$ cat src/rtl/sram_size_probe_pkg.sv
package sram_size_probe_pkg;

  // strobes from the search control to the pattern datapath
  typedef struct packed {
    logic clearAddr;
    logic stepAddr;
    logic writeEn;
    logic readEn;
    logic clearFail;
  } dpCmd_t;

  typedef enum logic [2:0] {
    ST_IDLE,
    ST_WRITE,
    ST_READ,
    ST_DRAIN,
    ST_DECIDE
  } seqState_t;

  typedef enum logic [1:0] {
    PH_MIN,
    PH_MAX,
    PH_BIN
  } searchPhase_t;

endpackage

$ cat src/rtl/ssp_datapath.sv
module ssp_datapath
  import sram_size_probe_pkg::*;
#(
  parameter int ADDR_W = 15,
  parameter int SIZE_W = 16,
  parameter int DATA_W = 16,
  parameter logic [DATA_W-1:0] SEED = '0
) (
  input  logic              clk,
  input  logic              rstN,
  input  dpCmd_t            cmd,
  input  logic [SIZE_W-1:0] trialSize,
  output logic [ADDR_W-1:0] sramAddr,
  output logic [DATA_W-1:0] sramWdata,
  output logic              sramWe,
  input  logic [DATA_W-1:0] sramRdata,
  output logic              lastAddr,
  output logic              failSeen
);

  logic [ADDR_W-1:0] addrCnt;
  logic [ADDR_W-1:0] readAddrQ;
  logic              readValid;
  logic              failQ;

  function automatic logic [DATA_W-1:0] patternOf(input logic [ADDR_W-1:0] a);
    return DATA_W'(a) ^ SEED;
  endfunction

  always_ff @(posedge clk) begin
    if (!rstN) begin
      addrCnt   <= '0;
      readAddrQ <= '0;
      readValid <= 1'b0;
      failQ     <= 1'b0;
    end else begin
      if (cmd.clearAddr)     addrCnt <= '0;
      else if (cmd.stepAddr) addrCnt <= addrCnt + 1'b1;
      readValid <= cmd.readEn;
      readAddrQ <= addrCnt;
      // read data returns one cycle after the address
      if (cmd.clearFail)
        failQ <= 1'b0;
      else if (readValid && (sramRdata != patternOf(readAddrQ)))
        failQ <= 1'b1;
    end
  end

  assign sramAddr  = addrCnt;
  assign sramWdata = patternOf(addrCnt);
  assign sramWe    = cmd.writeEn;
  assign lastAddr  = ({1'b0, addrCnt} == (trialSize - SIZE_W'(1)));
  assign failSeen  = failQ;

endmodule

$ cat src/rtl/ssp_ctrl.sv
module ssp_ctrl
  import sram_size_probe_pkg::*;
#(
  parameter int MIN_SIZE = 4,
  parameter int MAX_SIZE = 32768,
  parameter int SIZE_W   = 16
) (
  input  logic              clk,
  input  logic              rstN,
  input  logic              startReq,
  input  logic              failStopReq,
  input  logic              lastAddr,
  input  logic              failSeen,
  output dpCmd_t            cmd,
  output logic [SIZE_W-1:0] trialSize,
  output logic              busy,
  output logic              done,
  output logic              error,
  output logic [SIZE_W-1:0] resultSize
);

  localparam logic [SIZE_W-1:0] MIN_V      = SIZE_W'(MIN_SIZE);
  localparam logic [SIZE_W-1:0] MAX_V      = SIZE_W'(MAX_SIZE);
  localparam logic [SIZE_W-1:0] ALIGN_MASK = ~(MIN_V - SIZE_W'(1));

  seqState_t         stateQ;
  searchPhase_t      phaseQ;
  logic [SIZE_W-1:0] lowQ, highQ, trialQ, resultQ;
  logic              failStopQ, busyQ, doneQ, errorQ;

  logic [SIZE_W-1:0] nextLow, nextHigh, midPoint;
  logic [SIZE_W:0]   boundSum;
  logic              searchOver;

  // bound update from the trial just finished
  always_comb begin
    nextLow  = lowQ;
    nextHigh = highQ;
    if (failSeen) nextHigh = trialQ;
    else          nextLow  = trialQ;
    boundSum   = {1'b0, nextLow} + {1'b0, nextHigh};
    midPoint   = boundSum[SIZE_W:1] & ALIGN_MASK;
    searchOver = (nextHigh - nextLow) <= MIN_V;
  end

  always_comb begin
    cmd = '0;
    unique case (stateQ)
      ST_IDLE: begin
        cmd.clearAddr = 1'b1;
        cmd.clearFail = 1'b1;
      end
      ST_WRITE: begin
        cmd.writeEn = 1'b1;
        if (lastAddr) cmd.clearAddr = 1'b1;
        else          cmd.stepAddr  = 1'b1;
      end
      ST_READ: begin
        cmd.readEn   = 1'b1;
        cmd.stepAddr = 1'b1;
      end
      ST_DRAIN: ;
      ST_DECIDE: begin
        cmd.clearAddr = 1'b1;
        cmd.clearFail = 1'b1;
      end
      default: ;
    endcase
  end

  always_ff @(posedge clk) begin
    if (!rstN) begin
      stateQ    <= ST_IDLE;
      phaseQ    <= PH_MIN;
      lowQ      <= '0;
      highQ     <= '0;
      trialQ    <= MIN_V;
      resultQ   <= '0;
      failStopQ <= 1'b0;
      busyQ     <= 1'b0;
      doneQ     <= 1'b0;
      errorQ    <= 1'b0;
    end else begin
      unique case (stateQ)
        ST_IDLE: begin
          if (startReq) begin
            trialQ    <= MIN_V;
            phaseQ    <= PH_MIN;
            lowQ      <= '0;
            highQ     <= MAX_V;
            failStopQ <= failStopReq;
            busyQ     <= 1'b1;
            doneQ     <= 1'b0;
            errorQ    <= 1'b0;
            resultQ   <= '0;
            stateQ    <= ST_WRITE;
          end
        end
        ST_WRITE: if (lastAddr) stateQ <= ST_READ;
        ST_READ: begin
          if (failStopQ && failSeen) stateQ <= ST_DECIDE;
          else if (lastAddr)         stateQ <= ST_DRAIN;
        end
        ST_DRAIN: stateQ <= ST_DECIDE;
        ST_DECIDE: begin
          if (phaseQ == PH_MIN && failSeen) begin
            busyQ  <= 1'b0;
            doneQ  <= 1'b1;
            errorQ <= 1'b1;
            stateQ <= ST_IDLE;
          end else if (phaseQ == PH_MIN) begin
            lowQ   <= MIN_V;
            trialQ <= MAX_V;
            phaseQ <= PH_MAX;
            stateQ <= ST_WRITE;
          end else if (phaseQ == PH_MAX && !failSeen) begin
            resultQ <= MAX_V;
            busyQ   <= 1'b0;
            doneQ   <= 1'b1;
            stateQ  <= ST_IDLE;
          end else begin
            lowQ  <= nextLow;
            highQ <= nextHigh;
            if (searchOver) begin
              resultQ <= nextLow;
              busyQ   <= 1'b0;
              doneQ   <= 1'b1;
              stateQ  <= ST_IDLE;
            end else begin
              trialQ <= midPoint;
              phaseQ <= PH_BIN;
              stateQ <= ST_WRITE;
            end
          end
        end
        default: stateQ <= ST_IDLE;
      endcase
    end
  end

  assign trialSize  = trialQ;
  assign busy       = busyQ;
  assign done       = doneQ;
  assign error      = errorQ;
  assign resultSize = resultQ;

endmodule

$ cat src/rtl/sram_size_probe.sv
module sram_size_probe
  import sram_size_probe_pkg::*;
#(
  parameter int MIN_SIZE = 4,
  parameter int MAX_SIZE = 32768,
  parameter int DATA_W   = 16,
  parameter logic [DATA_W-1:0] SEED = DATA_W'(16'h5A3C),
  localparam int ADDR_W  = $clog2(MAX_SIZE),
  localparam int SIZE_W  = ADDR_W + 1
) (
  input  logic              clk,
  input  logic              rstN,
  input  logic              ctrlWe,
  input  logic [63:0]       ctrlWdata,
  output logic [63:0]       ctrlRdata,
  output logic [ADDR_W-1:0] sramAddr,
  output logic [DATA_W-1:0] sramWdata,
  output logic              sramWe,
  input  logic [DATA_W-1:0] sramRdata
);

  localparam int DONE_BIT  = 63;
  localparam int ERROR_BIT = 62;
  localparam int START_BIT = 61;
  localparam int BUSY_BIT  = 60;
  localparam int STOP_BIT  = 59;

  dpCmd_t            cmd;
  logic [SIZE_W-1:0] trialSize, resultSize;
  logic              lastAddr, failSeen, busy, done, error;
  logic              unusedWdata;

  assign unusedWdata = ^{ctrlWdata[63:62], ctrlWdata[60], ctrlWdata[58:0]};

  ssp_ctrl #(
    .MIN_SIZE(MIN_SIZE), .MAX_SIZE(MAX_SIZE), .SIZE_W(SIZE_W)
  ) ctrl_i (
    .clk(clk), .rstN(rstN),
    .startReq(ctrlWe && ctrlWdata[START_BIT]),
    .failStopReq(ctrlWdata[STOP_BIT]),
    .lastAddr(lastAddr), .failSeen(failSeen),
    .cmd(cmd), .trialSize(trialSize),
    .busy(busy), .done(done), .error(error), .resultSize(resultSize)
  );

  ssp_datapath #(
    .ADDR_W(ADDR_W), .SIZE_W(SIZE_W), .DATA_W(DATA_W), .SEED(SEED)
  ) dp_i (
    .clk(clk), .rstN(rstN), .cmd(cmd), .trialSize(trialSize),
    .sramAddr(sramAddr), .sramWdata(sramWdata), .sramWe(sramWe),
    .sramRdata(sramRdata), .lastAddr(lastAddr), .failSeen(failSeen)
  );

  always_comb begin
    ctrlRdata            = '0;
    ctrlRdata[DONE_BIT]  = done;
    ctrlRdata[ERROR_BIT] = error;
    ctrlRdata[BUSY_BIT]  = busy;
    ctrlRdata[31:0]      = 32'(resultSize);
  end

endmodule

$ cat config.mk
export PLATFORM = sky130hd
export DESIGN_NAME = sram_size_probe
export DESIGN_NICKNAME = d
export VERILOG_FILES = /design/src/rtl/sram_size_probe_pkg.sv /design/src/rtl/ssp_datapath.sv /design/src/rtl/ssp_ctrl.sv /design/src/rtl/sram_size_probe.sv
export SDC_FILE = /design/constraint.sdc
export NUM_CORES = 1
export LEC_CHECK = 0
export ABC_AREA = 1
export BUFFER_PORTS_ARGS = -buffer_cell sky130_fd_sc_hd__buf_4
export CORE_AREA = 2 2 132 134
export CTS_CLUSTER_DIAMETER = 30
export DETAILED_ROUTE_END_ITERATION = 12
export DIE_AREA = 0 0 134 136
export PLACE_DENSITY = 0.71
export SETUP_SLACK_MARGIN = 0.02
export SLEW_MARGIN = 40
export SYNTH_ARGS = -nofsm -noshare
export SYNTH_HDL_FRONTEND = slang
export SYNTH_HIERARCHICAL = 1
export SYNTH_SLANG_ARGS = --single-unit
$ cat constraint.sdc
create_clock -name clk -period 3.8 [get_ports clk]
set_input_delay 0.76 -clock clk [delete_from_list [all_inputs] [get_ports clk]]
set_output_delay 0.76 -clock clk [all_outputs]
set_load 0.005 [all_outputs]
==> flow_summary.yaml <==
clock_tree:
  numClockSinks: 103
  cts_tree: "done"
  htree_levels: 3
  postCtsSetupRepairBufs: 0
  clk_latency_ps: 360
  cts_hold_buf: 0
  cts_resized: 0
  ctsLongestPathBuffers: 2
  cts_buffers: 9
  clockRootBuffer: "clkbuf_16"
  cts.reportedPaths.clkPinSlew_ps: 80
routing:
  drc_errors: 0
  drtPass1Iterations: 5
  drt-initial-drc-count: 432
  post_drt_via_cell_ratio: 4.835
  detail-route-antenna-nets: 0
  vias: 6957
  wirelength_um: 18540
  drt-wirelength-per-cell_um: 12.88
power_and_ir_drop:
  power_density_nw_per_um2: 357.3
  total_power_mw: 2.923
  p_clk_frac: 0.339
  p_sw_frac: 0.3365
  p_sw_uw: 983.4
  p_seq_frac: 0.407
  comb_power_share: 0.254
  p_int_mw: 1.939
  leakage_nw: 4.172
  irDropWorstVdd_v: 0.0003739
logic_synthesis:
  synth-main-ff-cell: "dfxtp_1"
  yosysSeqAreaShare: 0.2765
  synth-seq-cells: 103
  syn_avg_cell_area_um2: 6.390
  synth.distinct_cells: 46
  synth_top_area_frac: 0.2765
  synth_area_leader_cell: "dfxtp_1"
  synth_area_um2: 7457
  yosys_warnings: 6
  synthCells: 1167
  yosys-top-cells-area: "dfxtp_1, nand2_1, inv_1"
  synth_edf_count: 0
  ys_async_sr_fraction: 0
layout:
  nFillCells: 1762
  post-route-util: 0.4847
  stdcell_area_um2: 8179
  ff_latch_area_um2: 2062
  diodes: 0
  area_growth_pct: 9.681
  nets: 1322
  drive_gt1_frac: 0.1549
  multi_input_area_um2: 4324
timing:
  fmax_mhz: 294.2
  fin_worst_skew_ps: 8.740
  finalCriticalPeriod_ps: 3399
  final-setup-viol-count: 0
  setup_tns_ps: 0
  drv_slew: 0
  rsz0062_at_grt: "no"
  hold_viol_final: 0
  tightest_slew_ps: 732.3
  timing.hold.ws_ps: 452.3
  fin_crit_sh: 0.8946
  slew_headroom: 0.5100
floorplan:
  dieHeight_um: 136
  core_area_um2: 16880
  die_x_um: 134
  start_util: 0.4419
  ios: 179
  rows: 48
  fp.dieArea_um2: 18220
critical_path:
  crit_buf_inv: 5
  critPathTopFamily: "simple AND/OR/NAND/NOR gates"
  arrival_ps: 3660
  start_kind: "register"
  crit_top_cell: "nand2_1"
  critPathMaxStageDelay_ps: 540
  critPathCaptureType: "register"
  path_cells: "buf_4, o21ai_0, ha_1, nand2_1, inv_2, nand2_1, nand2_1, inv_1, nand3_1, nand2_1, inv_1, nand4_1, nor2_2, nand3_1, nand2_2, inv_1, o21ai_0, nor2_1"
  required_ps: 4060
  slowest_stage: "ha_1"
  crit_type: "reg -> reg"
  r2r_slack_ps: 400
  crit_fanout: 30
placement:
  globalplace.congestion: 0.9286
  place_area_um2: 7856
  dpl.hpwl_um: 14150
  io_buffers: 70
grt:
  grt_pass1_vias: 6096
  grt_pass1_wl_um: 30340
  grtUsageTotal: 0.2073
  antenna_found_initial: 0
  grt_max_degree: 42
  grt_overflow: 0
job:
  maxCapViolCount: 0
worst_hold_path:
  hold_path.class: "reg -> reg"
status:
  status: "finished, final reports clean"
## routing by layer
| metal | wire, µm | vias to the layer above | global-route usage |
|---|---|---|---|
| met2 | 8697 | 183 | 0.3516 |
| met1 | 8476 | 3117 | 0.2702 |
| li1 | - | 3633 | - |
| met5 | 0 | - | 0 |
| met3 | 941 | 24 | 0.03244 |
| met4 | 424 | 0 | 0.06678 |
## worst paths after layout
check / startpoint / endpoint / cells past startpoint
setup reg to reg: dp_i/failSeen / ctrl_i/trialSize[15] / 18
hold reg to reg: ctrl_i/highQ[15] / ctrl_i/highQ[15] / 2
hold / removal: ctrl_i/highQ[15] / ctrl_i/highQ[15] / 2
setup / recovery: dp_i/failSeen / ctrl_i/trialSize[15] / 18
## cell type report
| type | instances | area share |
|---|---|---|
| multi-input cells | 863 | 0.5287 |
| flip-flops and latches | 103 | 0.2521 |
| inverters | 150 | 0.07006 |
| repair buffers | 82 | 0.07526 |
| clock buffers | 9 | 0.02754 |
| clock inverters | 7 | 0.01193 |
| well taps | 225 | 0.03442 |
## Yosys cell counts, drive strengths merged (2+ instances only)
library cell	n
conb	3
nand3	77
a21oi	88
nor2	120
buf	80
xnor2	10
nand3b	3
clkbuf	16
nor3	14
a211oi	2
ha	30
nand2	364
o21ai	45
nand4	17
dfxtp	103
inv	150
o22ai	2
o21a	3
or2	16
o211ai	2
xor2	17
## cells by family (layout without fill, tap and decap cells)
kind of cell,count (synthesis),count (layout),share of synthesized area
xor+xnor,27,27,0.03171
fa+ha+maj,30,30,0.05034
flops,103,103,0.2765
simple gates,612,612,0.3671
compound gates,146,146,0.1065
other cells,3,48,0.001510
buf+inv,246,248,0.1663
## tightest hold or removal path, cell delays in order (launching register included)
cell	delay (ps)
dfxtp_1	300
inv_1	50
a21oi_1	50
## power groups by stage
| stage | combinational [mW] | clock (mW) | sequential, mW |
|---|---|---|---|
| after CTS | 0.737 | 1.02 | 1.19 |
| final | 0.741 | 0.991 | 1.19 |
| after global routing | 0.844 | 1.07 | 1.20 |
| after global placement | 0.728 | 0 | 1.22 |
| after floorplan | 0.583 | 0 | 1.21 |
| after detailed placement | 0.733 | 0 | 1.22 |
## cells in the final DEF (no fill, tap or decap), types with 13 or more instances in the layout
cell	instances
nand2_1	354
inv_1	135
conb_1	48
dfxtp_1	103
or2_2	15
nor2_1	90
xor2_1	17
nor2_2	25
buf_4	82
nor3_1	13
nand4_1	17
a21oi_1	83
nand3_1	65
ha_1	30
o21ai_0	43
## sequential cells by signal, summed over array words and instances (netlist names)
signal	flops
ctrl_i/done	1
dp_i/sramAddr	15
ctrl_i/highQ	16
ctrl_i/lowQ	16
ctrl_i/resultSize	16
ctrl_i/phaseQ	2
ctrl_i/busy	1
ctrl_i/trialSize	14
dp_i/failSeen	1
dp_i/readValid	1
dp_i/readAddrQ	15
ctrl_i/error	1
ctrl_i/stateQ	3
ctrl_i/failStopQ	1
## stage by stage
step / setup WS, ps / std cells
2_1_floorplan: 604.4 / 1212
3_3_place_gp: 486.2 / 1423
3_5_place_dp: 436.2 / 1423
4_1_cts: 421.5 / 1439
5_1_grt: 31.50 / 1439
6_report: 400.6 / 1439
Note: power is estimated with default switching activity, not from simulation.
